==> src/rtl/bcd_rtc_pkg.sv <==
package bcd_rtc_pkg;

    localparam int unsigned WORD_W    = 32;
    localparam int unsigned REG_IDX_W = 3;

    localparam int unsigned CTRL_TOD_BIT = 0;
    localparam int unsigned CTRL_CAL_BIT = 1;
    localparam int unsigned STAT_ACK_BIT = 0;
    localparam int unsigned STAT_SEV_BIT = 2;

    typedef enum logic [REG_IDX_W-1:0] {
        REG_CTRL = 3'd0,
        REG_FMT  = 3'd1,
        REG_TOD  = 3'd2,
        REG_CAL  = 3'd3,
        REG_STAT = 3'd4,
        REG_SCLR = 3'd5
    } reg_idx_e;

    typedef struct packed {
        logic       pm;
        logic [5:0] hour;
        logic [6:0] min;
        logic [6:0] sec;
    } tod_t;

    typedef struct packed {
        logic [5:0] mday;
        logic [2:0] wday;
        logic [4:0] mon;
        logic [7:0] year;
        logic [6:0] cent;
    } cal_t;

    localparam tod_t TOD_RST = '{pm: 1'b0, hour: 6'h00, min: 7'h00, sec: 7'h00};
    localparam cal_t CAL_RST = '{mday: 6'h01, wday: 3'd1, mon: 5'h01,
                                 year: 8'h00, cent: 7'h20};

    function automatic logic [7:0] bcd_inc(input logic [7:0] v);
        if (v[3:0] >= 4'd9) return {v[7:4] + 4'd1, 4'd0};
        else                return {v[7:4], v[3:0] + 4'd1};
    endfunction

    function automatic logic [7:0] bcd_to_bin(input logic [7:0] v);
        return ({4'd0, v[7:4]} * 8'd10) + {4'd0, v[3:0]};
    endfunction

    function automatic logic is_leap(input logic [7:0] year, input logic [6:0] cent);
        logic [7:0] yb;
        logic [7:0] cb;
        yb = bcd_to_bin(year);
        cb = bcd_to_bin({1'b0, cent});
        if (yb != 8'd0) return (yb[1:0] == 2'b00);
        else            return (cb[1:0] == 2'b00);
    endfunction

    function automatic logic [5:0] last_mday(input logic [4:0] mon, input logic leap);
        case (mon)
            5'h02:                      return leap ? 6'h29 : 6'h28;
            5'h04, 5'h06, 5'h09, 5'h11: return 6'h30;
            default:                    return 6'h31;
        endcase
    endfunction

    function automatic logic [WORD_W-1:0] pack_tod(input tod_t t);
        return {9'd0, t.pm, t.hour, 1'b0, t.min, 1'b0, t.sec};
    endfunction

    function automatic tod_t unpack_tod(input logic [WORD_W-1:0] w);
        tod_t t;
        t.pm   = w[22];
        t.hour = w[21:16];
        t.min  = w[14:8];
        t.sec  = w[6:0];
        return t;
    endfunction

    function automatic logic [WORD_W-1:0] pack_cal(input cal_t c);
        return {2'd0, c.mday, c.wday, c.mon, c.year, 1'b0, c.cent};
    endfunction

    function automatic cal_t unpack_cal(input logic [WORD_W-1:0] w);
        cal_t c;
        c.mday = w[29:24];
        c.wday = w[23:21];
        c.mon  = w[20:16];
        c.year = w[15:8];
        c.cent = w[6:0];
        return c;
    endfunction

endpackage

==> src/rtl/rtc_tod_cnt.sv <==
module rtc_tod_cnt
    import bcd_rtc_pkg::*;
(
    input  logic clk,
    input  logic rst,
    input  logic adv,
    input  logic fmt12,
    input  logic ld,
    input  tod_t ld_val,
    output tod_t cur,
    output logic day_wrap
);

    tod_t       nxt;
    logic [7:0] sec_inc;
    logic [7:0] min_inc;
    logic [7:0] hour_inc;

    assign sec_inc  = bcd_inc({1'b0, cur.sec});
    assign min_inc  = bcd_inc({1'b0, cur.min});
    assign hour_inc = bcd_inc({2'b0, cur.hour});

    always_comb begin
        nxt      = cur;
        day_wrap = 1'b0;
        if (adv) begin
            if (cur.sec == 7'h59) begin
                nxt.sec = 7'h00;
                if (cur.min == 7'h59) begin
                    nxt.min = 7'h00;
                    if (fmt12) begin
                        if (cur.hour == 6'h11) begin
                            nxt.hour = 6'h12;
                            nxt.pm   = ~cur.pm;
                            day_wrap = cur.pm;
                        end else if (cur.hour == 6'h12) begin
                            nxt.hour = 6'h01;
                        end else begin
                            nxt.hour = hour_inc[5:0];
                        end
                    end else begin
                        if (cur.hour == 6'h23) begin
                            nxt.hour = 6'h00;
                            day_wrap = 1'b1;
                        end else begin
                            nxt.hour = hour_inc[5:0];
                        end
                    end
                end else begin
                    nxt.min = min_inc[6:0];
                end
            end else begin
                nxt.sec = sec_inc[6:0];
            end
        end
    end

    always_ff @(posedge clk) begin
        if (rst)     cur <= TOD_RST;
        else if (ld) cur <= ld_val;
        else         cur <= nxt;
    end

endmodule

==> src/rtl/rtc_cal_cnt.sv <==
module rtc_cal_cnt
    import bcd_rtc_pkg::*;
(
    input  logic clk,
    input  logic rst,
    input  logic adv,
    input  logic ld,
    input  cal_t ld_val,
    output cal_t cur
);

    cal_t       nxt;
    logic [5:0] end_day;
    logic [7:0] mday_inc;
    logic [7:0] mon_inc;
    logic [7:0] year_inc;
    logic [7:0] cent_inc;

    assign end_day  = last_mday(cur.mon, is_leap(cur.year, cur.cent));
    assign mday_inc = bcd_inc({2'b0, cur.mday});
    assign mon_inc  = bcd_inc({3'b0, cur.mon});
    assign year_inc = bcd_inc(cur.year);
    assign cent_inc = bcd_inc({1'b0, cur.cent});

    always_comb begin
        nxt = cur;
        if (adv) begin
            nxt.wday = (cur.wday >= 3'd7) ? 3'd1 : cur.wday + 3'd1;
            if (cur.mday == end_day) begin
                nxt.mday = 6'h01;
                if (cur.mon == 5'h12) begin
                    nxt.mon = 5'h01;
                    if (cur.year == 8'h99) begin
                        nxt.year = 8'h00;
                        nxt.cent = cent_inc[6:0];
                    end else begin
                        nxt.year = year_inc;
                    end
                end else begin
                    nxt.mon = mon_inc[4:0];
                end
            end else begin
                nxt.mday = mday_inc[5:0];
            end
        end
    end

    always_ff @(posedge clk) begin
        if (rst)     cur <= CAL_RST;
        else if (ld) cur <= ld_val;
        else         cur <= nxt;
    end

endmodule

==> src/rtl/rtc_upd_ctrl.sv <==
module rtc_upd_ctrl
    import bcd_rtc_pkg::*;
(
    input  logic clk,
    input  logic rst,
    input  logic tick,
    input  logic ctrl_we,
    input  logic ctrl_tod,
    input  logic ctrl_cal,
    input  logic sclr_we,
    input  logic sclr_ack,
    input  logic sclr_sev,
    output logic hold_tod,
    output logic hold_cal,
    output logic ack,
    output logic sev
);

    always_ff @(posedge clk) begin
        if (rst) begin
            hold_tod <= 1'b0;
            hold_cal <= 1'b0;
        end else if (ctrl_we) begin
            hold_tod <= ctrl_tod;
            hold_cal <= ctrl_cal;
        end
    end

    always_ff @(posedge clk) begin
        if (rst) begin
            ack <= 1'b0;
            sev <= 1'b0;
        end else begin
            if (tick && (hold_tod || hold_cal)) ack <= 1'b1;
            else if (sclr_we && sclr_ack)       ack <= 1'b0;
            if (tick)                           sev <= 1'b1;
            else if (sclr_we && sclr_sev)       sev <= 1'b0;
        end
    end

endmodule

==> src/rtl/bcd_rtc_core.sv <==
module bcd_rtc_core
    import bcd_rtc_pkg::*;
(
    input  logic                 clk,
    input  logic                 rst,
    input  logic                 tick_1hz,
    input  logic                 bus_we,
    input  logic [REG_IDX_W-1:0] bus_addr,
    input  logic [WORD_W-1:0]    bus_wdata,
    output logic [WORD_W-1:0]    bus_rdata
);

    tod_t tod_cur;
    cal_t cal_cur;
    logic day_wrap;
    logic fmt12;
    logic hold_tod;
    logic hold_cal;
    logic ack;
    logic sev;
    logic we_ctrl;
    logic we_fmt;
    logic we_tod;
    logic we_cal;
    logic we_sclr;
    logic ld_tod;
    logic ld_cal;
    logic [WORD_W-1:0] tod_word;
    logic [WORD_W-1:0] cal_word;
    logic [WORD_W-1:0] stat_word;

    assign we_ctrl = bus_we && (bus_addr == REG_CTRL);
    assign we_fmt  = bus_we && (bus_addr == REG_FMT);
    assign we_tod  = bus_we && (bus_addr == REG_TOD);
    assign we_cal  = bus_we && (bus_addr == REG_CAL);
    assign we_sclr = bus_we && (bus_addr == REG_SCLR);

    assign ld_tod = we_tod && hold_tod && ack;
    assign ld_cal = we_cal && hold_cal && ack;

    always_ff @(posedge clk) begin
        if (rst)         fmt12 <= 1'b0;
        else if (we_fmt) fmt12 <= bus_wdata[0];
    end

    rtc_upd_ctrl upd_i (
        .clk      (clk),
        .rst      (rst),
        .tick     (tick_1hz),
        .ctrl_we  (we_ctrl),
        .ctrl_tod (bus_wdata[CTRL_TOD_BIT]),
        .ctrl_cal (bus_wdata[CTRL_CAL_BIT]),
        .sclr_we  (we_sclr),
        .sclr_ack (bus_wdata[STAT_ACK_BIT]),
        .sclr_sev (bus_wdata[STAT_SEV_BIT]),
        .hold_tod (hold_tod),
        .hold_cal (hold_cal),
        .ack      (ack),
        .sev      (sev)
    );

    rtc_tod_cnt tod_i (
        .clk      (clk),
        .rst      (rst),
        .adv      (tick_1hz && !hold_tod),
        .fmt12    (fmt12),
        .ld       (ld_tod),
        .ld_val   (unpack_tod(bus_wdata)),
        .cur      (tod_cur),
        .day_wrap (day_wrap)
    );

    rtc_cal_cnt cal_i (
        .clk    (clk),
        .rst    (rst),
        .adv    (day_wrap && !hold_cal),
        .ld     (ld_cal),
        .ld_val (unpack_cal(bus_wdata)),
        .cur    (cal_cur)
    );

    assign tod_word  = pack_tod(tod_cur);
    assign cal_word  = pack_cal(cal_cur);
    assign stat_word = {{(WORD_W-3){1'b0}}, sev, 1'b0, ack};

    always_comb begin
        case (bus_addr)
            REG_CTRL: bus_rdata = {{(WORD_W-2){1'b0}}, hold_cal, hold_tod};
            REG_FMT:  bus_rdata = {{(WORD_W-1){1'b0}}, fmt12};
            REG_TOD:  bus_rdata = tod_word;
            REG_CAL:  bus_rdata = cal_word;
            REG_STAT: bus_rdata = stat_word;
            default:  bus_rdata = '0;
        endcase
    end

endmodule

==> config.mk <==
export PLATFORM = sky130hd
export DESIGN_NAME = bcd_rtc_core
export DESIGN_NICKNAME = d
export VERILOG_FILES = /design/src/rtl/bcd_rtc_pkg.sv /design/src/rtl/rtc_tod_cnt.sv /design/src/rtl/rtc_cal_cnt.sv /design/src/rtl/rtc_upd_ctrl.sv /design/src/rtl/bcd_rtc_core.sv
export SDC_FILE = /design/constraint.sdc
export NUM_CORES = 1
export LEC_CHECK = 0
export ABC_AREA = 1
export CAP_MARGIN = 20
export CORE_ASPECT_RATIO = 2
export CORE_UTILIZATION = 59
export DETAILED_ROUTE_END_ITERATION = 8
export GPL_TIMING_DRIVEN = 0
export PLACE_DENSITY = 0.87
export SKIP_CTS_REPAIR_TIMING = 1
export SLEW_MARGIN = 10
export SYNTH_ARGS = -nofsm -noshare
export SYNTH_HDL_FRONTEND = slang
export SYNTH_SLANG_ARGS = --single-unit
==> constraint.sdc <==
create_clock -name clk -period 3.95 [get_ports clk]
set_input_delay 1.185 -clock clk [delete_from_list [all_inputs] [get_ports clk]]
set_output_delay 1.185 -clock clk [all_outputs]
set_load 0.02 [all_outputs]
-- Word level (Yosys, flattened, before mapping)
Cells that the tools add are included.
- equal/unequal tests: 18
- muxes and demuxes: 42
- multiply operators: 2
- shift-type cells: 0
- magnitude comparators: 8
- reductions and logical operators: 51
- add/subtract/negate cells: 17
- bitwise operators: 1
- div/mod/pow operators: 0
- operators by type and width (operator ; number):
    30-bit case mux with 5 select lines ; 1
    29-bit 2-to-1 mux ; 2
    7-bit 2-to-1 mux ; 7
    21-bit 2-to-1 mux ; 2
    6-bit 2-to-1 mux ; 7
    4-bit by 1-bit adder with 4-bit output, second input constant ; 8
    4-bit greater-or-equal comparator, second input constant ; 7
    2-bit nonzero test ; 12
    20-bit 2-to-1 mux ; 1
    8-bit 2-to-1 mux ; 2
    15-bit 2-to-1 mux ; 1
    3-bit nonzero test ; 5
    7-bit == test, second input constant ; 2
    1-bit logical AND ; 14
    1-bit 2-to-1 mux ; 14
    14-bit 2-to-1 mux ; 1
    3-bit by 1-bit adder with 3-bit output, second input constant ; 4
    6-bit by 5-bit == test with 1-bit output, second input constant ; 2
    6-bit case mux with 2 select lines ; 1
    3-bit AND reduction ; 4
    5-bit by 3-bit == test with 1-bit output, second input constant ; 2
    5-bit == test, second input constant ; 2
    5-bit 2-to-1 mux ; 2
    5-bit AND reduction ; 2
    25 further kinds ; 34
- word-level logic and storage cells: 159
- ROM bits: 0
- input port bits: 39
- latch bits: 0
- flip-flop bits (word level): 55
- memories: 0
- output and inout port bits: 32
- memory bits (writable): 0

-- Longest topological paths before layout
Gate-level depths: netlist of run 1.
- depth after elaboration: 10
- mapped depth: 19

-- Cells and area by module
From an unflattened synthesis of run 1, not the netlist that was laid out.
- cells, all modules: 739
- area, all modules: 4654.5 um^2
- modules (own cells, without submodules) (module ; area an instance (um^2) ; seq. area each (um^2) ; cells an instance ; instances):
    rtc_cal_cnt ; 2387.3 ; 580.6 ; 358 ; 1
    rtc_tod_cnt ; 1564.0 ; 420.4 ; 239 ; 1
    bcd_rtc_core ; 564.3 ; 20.0 ; 124 ; 1
    rtc_upd_ctrl ; 138.9 ; 80.1 ; 18 ; 1

-- Least setup slack after synthesis of run 1
Ideal clock, no wire load.
- path type: input to output
- start point: input bus_addr[2]
- end point: output bus_rdata[21]
- setup slack: 625 ps
- cell stages on the path: 4
- arrival: 2140 ps
- path buffers: 1
- path through: inv_2 -> nand3_1 -> clkbuf_1 -> o21ai_0
- longest elaborated chain between the ends: 2
- ends and longest elaborated chain (item ; RTL line ; source):
    from (decl) ; bcd_rtc_core.sv:8 ; input logic [REG_IDX_W-1:0] bus_addr,
    3-bit == test, or another cell as far along ; bcd_rtc_core.sv:87 ; case (bus_addr)
    30-bit case mux with 5 select lines (*) ; bcd_rtc_core.sv:87 ;
    to (decl) ; bcd_rtc_core.sv:10 ; output logic [WORD_W-1:0] bus_rdata
Mark *: on every way between the ends. The rest lies on a longest branch, timed or not.

-- Final worst setup path of run 1
- start point: input bus_addr[0]
- end point: output bus_rdata[5]
Same word-level chain as after synthesis.

==> flow_summary.ini, run 1 <==
[power]
seqPwrFrac = 0.482
clockPowerShare = 0.420
cellPowerDensity_nw_per_um2 = 217.1
combPwrFrac = 0.098
ir_drop_mv = 0.2791
p_leak_nw = 2.781
switchingPower_w = 0.0002881
netSwitchingFraction = 0.2466
internal-power_w = 0.0008801
power_w = 0.001168

[synth]
synth_common_cells = nand2_1 (111), inv_1 (101), nor2_1 (65), dfxtp_1 (55), nand3_1 (45)
synthCells = 646
synth.most_common_cell = nand2_1
synthFlopType = dfxtp_1
ys_async_sr_fraction = 0
yosysWarnings = 0
syn_area_um2 = 4399
synth_edf_count = 0
ys_seq_elements = 55
synth_cell_types = 46
synth.area.top_cells = dfxtp_1 (25%), ha_1 (12%), nand2_1 (9.5%)
synth_top_area_frac = 0.2503
avgSynthCellArea_um2 = 6.810
synth_area_leader_cell = dfxtp_1
yosysSeqAreaShare = 0.2503

[clock_network]
cts_sinks = 55
htreeDepth = 2
clk_root_buffer_cell = clkbuf_16
clockBufferDepth = 2
numCtsBuffers = 5
cts_tree = yes
clock_latency_ns = 0.30
path_clk_slew_ns = 0.07

[global_routing]
grt_max_degree = 16
grt_overflow = 0
antenna_found_initial = 0
grt_use_total = 0.3819
grt_pass1_wl_mm = 22.87
grt_pass1_vias = 4887

[critical_path]
timing.rr.start = cal_i.cur[14]
crit_fanout = 10
crit_chain = clkdlybuf4s50_1, inv_1, nand3_2, clkbuf_4, o21ai_0, dlymetal6s2s_1
crit_path_end_kind = output pin
cp_top_family = buffers and inverters
critPathKind = in2out
worst_setup_path_start_kind = input port
cp.arrival_ns = 2.68
path_buf_inv = 4
r2r_slack_ns = 0.81
critical_path.max_stage_delay_ns = 0.49
cp-startpoint = bus_addr[0]
critPathSlowestCell = clkdlybuf4s50_1
reg2reg_to = cal_i.cur[15]
crit_cells = 6
endpoint = bus_rdata[5]
critical_path_required_ns = 2.76
r2r_cells = 17

[place]
routabilityCongestion = 0.9513
io_buffers = 63
pre_cts_ws_ns = -0.6280
dp.cells = 803
hpwl_mm = 11.25

[detailed_routing]
routedWlPerCell_um = 17.91
vias = 4909
wirelength_mm = 14.53
dr.pass1.iters = 5
drtIter0Drc = 342
drtAntennaViolNets = 0
vias_per_cell = 6.053
drc_errors = 0

[timing]
post-route-period-util = 0.9781
min_period_ns = 3.864
setup_viol = 0
tightestPinTransition_ns = 0.7006
skew_ns = 0.006157
drv_slew = 0
timing.final.ws_setup_ns = 0.08647
slew_headroom = 0.5329
hold_violations = 0
fmax_mhz = 258.8

[die]
fp.dieW_um = 63.06
ioPinCount = 71
die_h_um = 124.1
coreArea_um2 = 7212
rows = 44
dieArea_um2 = 7827
initial_utilization = 0.6100

[cells_and_area]
area_delta_synth_final_pct = 22.33
diodes = 0
final_nets = 801
drive_gt1_frac = 0.05702
final_cells = 811

[min_path]
hp-class = reg2reg

[run_status]
outcome = finished clean

[flow_run]
max_cap_violations = 0
-- stage by stage --
step / hold slack [ns] / TNS (ns) / utilization / cell area (um2)
global placement: 0.4535 / -14.42 / 0.7144 / 5152
CTS: 0.4650 / -15.28 / 0.7361 / 5309
floorplan: 0.4403 / 0 / - / 4407
detailed placement: 0.4542 / -15.04 / 0.7144 / 5152
global route: 0.4933 / -0.001513 / 0.7462 / 5381
finish: 0.4631 / 0 / 0.7462 / 5381
-- worst min-delay path: cells and delay by family (launching register included) --
family | cells | cell delay (ns)
flops | 1 | 0.31
simple gates | 1 | 0.06
compound gates | 1 | 0.05
-- logic make-up after synthesis --
| logic type | after synthesis | share of synthesized area |
|---|---|---|
| AOI/OAI and AO/OA | 143 | 0.2034 |
| xor gates and xnor gates | 18 | 0.03584 |
| adders and majority gates | 44 | 0.1286 |
| buffers and inverters | 126 | 0.1118 |
| DFF | 55 | 0.2503 |
| other | 1 | 0.0008524 |
| and+or+nand+nor | 259 | 0.2693 |
-- how the worst min path moves through the flow --
stage	from	to	slack, ns	depth (start not counted)
after floorplan	upd_i.sev	upd_i.sev	0.44	2
after global placement	upd_i.sev	upd_i.sev	0.45	2
after detailed placement	upd_i.sev	upd_i.sev	0.45	2
after CTS	upd_i.sev	upd_i.sev	0.47	2
after global routing	upd_i.sev	upd_i.sev	0.49	2
final	upd_i.sev	upd_i.sev	0.46	2
-- state kept, by name (all words and copies together) (netlist names) --
name            count
upd_i.ack           1
upd_i.hold_cal      1
upd_i.sev           1
upd_i.hold_tod      1
cal_i.cur          29
tod_i.cur          21
fmt12               1
-- placed cells by master (no fill, tap or decap), drive strengths merged, types with 8 or more instances in the layout --
cell type	instances
dfxtp	55
inv	105
nor2	68
buf	8
xor2	14
nand2	117
a221oi	11
a31oi	10
o22ai	16
a21oi	34
dlymetal6s2s	28
a211oi	11
o21ai	38
nand4	16
nand3	47
clkdlybuf4s50	32
ha	42
clkbuf	24
-- final cells by class --
cell class | count | area (um2)
inverter | 105 | 396.6
tap | 92 | 115.1
timing repair buffer | 63 | 685.7
buffer | 21 | 105.1
clock buffer | 8 | 156.4
multi-input combinational | 467 | 2821
fill | 588 | 1831
sequential | 55 | 1101
-- power by group through the flow --
stage	clock (W)	sequential, W	combinational (W)
after floorplan	0	0.000574	0.0000471
final	0.000491	0.000563	0.000115
after global placement	0	0.000575	0.000110
after CTS	0.000491	0.000562	0.000112
after global routing	0.000509	0.000563	0.000122
after detailed placement	0	0.000575	0.000112
-- per-layer routing --
| layer | track usage | wire length, um | vias up |
|---|---|---|---|
| met4 | 0.3009 | 1039 | 0 |
| met5 | 0 | 0 | - |
| li1 | - | - | 2314 |
| met2 | 0.7117 | 7775 | 238 |
| met1 | 0.3690 | 4873 | 2283 |
| met3 | 0.05495 | 837 | 74 |
Note: power is estimated with default switching activity, not from simulation.
==> inputs of run 2 (changes only) <==
Settings changed: CORE_MARGIN set to 2, SKIP_LAST_GASP set to 1.
==> flow_summary.ini, run 2 (synthesis gave the netlist of run 1 again) <==
[run_status]
outcome = finished clean

[die]
initial_utilization = 0.6054
die_h_um = 126.1
rows = 44
dieArea_um2 = 8205
coreArea_um2 = 7267
fp.dieW_um = 65.06
ioPinCount = 71

[timing]
tightestPinTransition_ns = 0.7714
drv_slew = 0
post-route-period-util = 0.9769
min_period_ns = 3.859
slew_headroom = 0.4857
skew_ns = 0.005529
hold_violations = 0
setup_viol = 0
rsz0062_at_grt = no
timing.final.ws_setup_ns = 0.09116
fmax_mhz = 259.1

[place]
place_area_um2 = 5152
io_buffers = 63
routabilityCongestion = 0.9580
hpwl_mm = 11.03
pre_cts_ws_ns = -0.5921

[power]
power_w = 0.001139
p_leak_nw = 2.760
ir_drop_mv = 0.2478
cellPowerDensity_nw_per_um2 = 212.7

[clock_network]
cts_sinks = 55
numCtsBuffers = 5
cts_tree = yes
path_clk_slew_ns = 0.07
htreeDepth = 2
clock_latency_ns = 0.30
clockBufferDepth = 2
clk_root_buffer_cell = clkbuf_16

[cells_and_area]
largest-register = cal_i.cur
drive_gt1_frac = 0.05710
mostFrequentLayoutCell = nand2_1
diodes = 0
mostFrequentLayoutCells = nand2_1 (111), inv_1 (101), nor2_1 (65)
largestRegisters = cal_i.cur: 29 flops, tod_i.cur: 21 flops
final_area_um2 = 5356
final_nets = 801
largest_reg_flops = 29
area_delta_synth_final_pct = 21.76

[detailed_routing]
vias_per_cell = 6.014
dr.pass1.iters = 6
wirelength_mm = 14.26
vias = 4871
drtAntennaViolNets = 0
routedWlPerCell_um = 17.60
drtIter0Drc = 373
drc_errors = 0

[critical_path]
critPathKind = in2out
crit_path_end_kind = output pin
worst_setup_path_start_kind = input port
r2r_cells = 18
cp.arrival_ns = 2.67
critical_path_required_ns = 2.76
crit_fanout = 10

[global_routing]
antenna_found_initial = 0
grt_max_degree = 16
grt_overflow = 0
grt_use_total = 0.3580
grt_pass1_vias = 5048
grt_pass1_wl_mm = 22.96

[flow_run]
max_cap_violations = 0

[min_path]
hp-class = reg2reg
min_path_cells = 2
-- run 2: changes by cell type in the layout (fill, tap and decap cells not counted) --
cell / change
clkbuf_2: +2
dlymetal6s2s_1: -1
clkinv_2: +1
clkbuf_4: -2
nor2_1: +1
clkbuf_8: -1
nor2_2: -1
clkbuf_1: -1
buf_4: +1
-- run 2: final cells by class --
| type | instances | area (um2) |
|---|---|---|
| multi-input cells | 467 | 2819 |
| fillers | 627 | 1911 |
| flip-flops and latches | 55 | 1101 |
| repair buffers | 63 | 678.2 |
| inverters | 105 | 396.6 |
| clock buffers | 6 | 138.9 |
| well taps | 92 | 115.1 |
| plain buffers | 21 | 102.6 |
| clock inverters | 1 | 5.005 |
-- run 2: per-stage QoR --
stage | setup TNS (ns) | util | cells | hold WS [ns]
6_report | 0 | 0.7371 | 810 | 0.4649
3_3_place_gp | -13.73 | 0.7090 | 803 | 0.4521
4_1_cts | -14.76 | 0.7288 | 810 | 0.4653
3_5_place_dp | -14.51 | 0.7090 | 803 | 0.4556
2_1_floorplan | 0 | - | 648 | 0.4403
5_1_grt | 0 | 0.7371 | 810 | 0.5176
-- run 2: worst max-delay path, stage by stage --
cell and delay, ns:
clkdlybuf4s50_1 0.56, nand3_4 0.19, clkbuf_2 0.24, o22ai_1 0.23
dlymetal6s2s_1 0.26
-- run 2: path summary, 6_finish.rpt --
kind	start	end	slack [ns]
max	bus_addr[0]	bus_rdata[13]	0.09
min	upd_i.sev	upd_i.sev	0.46
max reg2reg	cal_i.cur[14]	cal_i.cur[15]	0.81
min reg2reg	upd_i.sev	upd_i.sev	0.46
-- run 2: per-layer routing --
metal / global-route usage / up-vias / part of all wire
met5: 0 / - / 0
met4: 0.2990 / 0 / 0.080
met3: 0.03929 / 69 / 0.048
met2: 0.6361 / 202 / 0.52
met1: 0.3584 / 2275 / 0.35
li1: - / 2325 / -
-- run 2: where the power goes --
part / internal (W) / switching, W / total [W]
clock network: 0.000249 / 0.000214 / 0.000462
registers: 0.000558 / 0.00000409 / 0.000562
logic: 0.0000502 / 0.0000644 / 0.000115
total: 0.000857 / 0.000282 / 0.00114
==> inputs of run 3 (changes only) <==
Settings changed: CAP_MARGIN 20 to unset, CORE_ASPECT_RATIO 2 to unset.
==> flow_summary.ini, run 3 (synthesis gave the netlist of run 1 again) <==
[run_status]
outcome = finished clean

[cells_and_area]
fillCellCount = 623
diodes = 0
multi_input_comb_area_um2 = 2814
drive_gt1_frac = 0.06676
final_area_um2 = 5263
area_delta_synth_final_pct = 19.62
largestRegisters = cal_i.cur: 29 flops, tod_i.cur: 21 flops
final_util = 0.7255
largest-register = cal_i.cur
final_nets = 801
mostFrequentLayoutCell = nand2_1
mostFrequentLayoutCells = nand2_1 (111), inv_1 (101), nor2_1 (65)
seqCellArea_um2 = 1101
largest_reg_flops = 29

[detailed_routing]
routedWlPerCell_um = 16.27
drtAntennaViolNets = 0
vias_per_cell = 5.875
drc_errors = 0
vias = 4806
wirelength_mm = 13.31
dr.pass1.iters = 6
drtIter0Drc = 549

[timing]
setup-tns-final_ns = 0
fmax_mhz = 255.3
drv_slew = 0
post-route-period-util = 0.9918
rsz0062_at_grt = yes
tightestPinTransition_ns = 0.6356
slew_headroom = 0.5763
skew_ns = 0.01484
min_period_ns = 3.918
hold_violations = 0
setup_viol = 0

[clock_network]
htreeDepth = 2
numCtsBuffers = 5
clockBufferDepth = 2
cts_tree = yes
path_clk_slew_ns = 0.11
cts_sinks = 55
clk_root_buffer_cell = clkbuf_8
clock_latency_ns = 0.32

[critical_path]
r2r_slack_ns = 0.92
crit_path_end_kind = output pin
critPathKind = in2out
r2r_cells = 17
worst_setup_path_start_kind = input port
endpoint = bus_rdata[16]
cp.arrival_ns = 2.73
reg2reg_to = cal_i.cur[15]
critical_path_required_ns = 2.76
crit_fanout = 10
cp-startpoint = bus_addr[2]
timing.rr.start = cal_i.cur[14]

[power]
power_w = 0.001026
ir_drop_mv = 0.1379
cellPowerDensity_nw_per_um2 = 195.0
p_leak_nw = 2.600

[place]
place_area_um2 = 5161
io_buffers = 63
routabilityCongestion = 0.9762
hpwl_mm = 10.36

[flow_run]
max_cap_violations = 0

[die]
rows = 31
ioPinCount = 71
initial_utilization = 0.6065
dieArea_um2 = 8163
coreArea_um2 = 7253
die_h_um = 90.35
fp.dieW_um = 90.35

[global_routing]
grt_use_total = 0.3232
grt_overflow = 0
antenna_found_initial = 0
grt_max_degree = 18
grt_pass1_vias = 4545
grt_pass1_wl_mm = 21.74

[min_path]
hp-class = reg2reg
## run 3: cell count changes in the layout (fill, tap and decap cells not counted), moves of 2 or more
cell | previous run | this run
clkbuf_8 | 1 | 6
clkdlybuf4s50_1 | 32 | 34
dlymetal6s2s_1 | 27 | 18
buf_4 | 5 | 7
clkbuf_16 | 5 | 0
clkbuf_2 | 5 | 11
## run 3: cell type report
| type | count | area share |
|---|---|---|
| multi-input combinational | 467 | 0.5347 |
| tap | 99 | 0.02354 |
| clock inverter | 2 | 0.003091 |
| buffer | 21 | 0.02045 |
| timing repair buffer | 63 | 0.1179 |
| clock buffer | 6 | 0.01569 |
| inverter | 105 | 0.07537 |
| sequential | 55 | 0.2092 |
## run 3: power breakdown
part	internal (W)	total [W]	switching [W]
clock	0.000144	0.000351	0.000207
sequential	0.000558	0.000563	0.00000429
combinational	0.0000499	0.000112	0.0000624
total	0.000752	0.00103	0.000274
## run 3: critical path, stage by stage
cell	delay [ns]
clkdlybuf4s50_1	0.51
inv_2	0.14
nand3_4	0.17
buf_2	0.24
o22ai_1	0.26
clkbuf_2	0.23
## run 3: how the worst min path moves through the flow
stage               startpoint        end  depth (start not counted)
floorplan            upd_i.sev  upd_i.sev                          2
global placement     upd_i.sev  upd_i.sev                          2
detailed placement   upd_i.sev  upd_i.sev                          2
CTS                  upd_i.sev  upd_i.sev                          2
global route         upd_i.sev  upd_i.sev                          2
finish               upd_i.sev  upd_i.sev                          2
## run 3: metrics by stage
step / setup slack, ns / cells / hold WS, ns
2_1_floorplan: 0.6249 / 648 / 0.4403
3_3_place_gp: -0.5078 / 810 / 0.4563
5_1_grt: -0.04507 / 818 / 0.5064
3_5_place_dp: -0.5131 / 810 / 0.4601
6_report: 0.03229 / 818 / 0.4745
4_1_cts: -0.5171 / 818 / 0.4772
## run 3: routing by layer
layer	vias up	GRT usage	share of wire
met5	-	0	0
met1	2210	0.4366	0.43
li1	2312	-	-
met3	30	0.04841	0.094
met4	0	0.09487	0.020
met2	254	0.5363	0.46
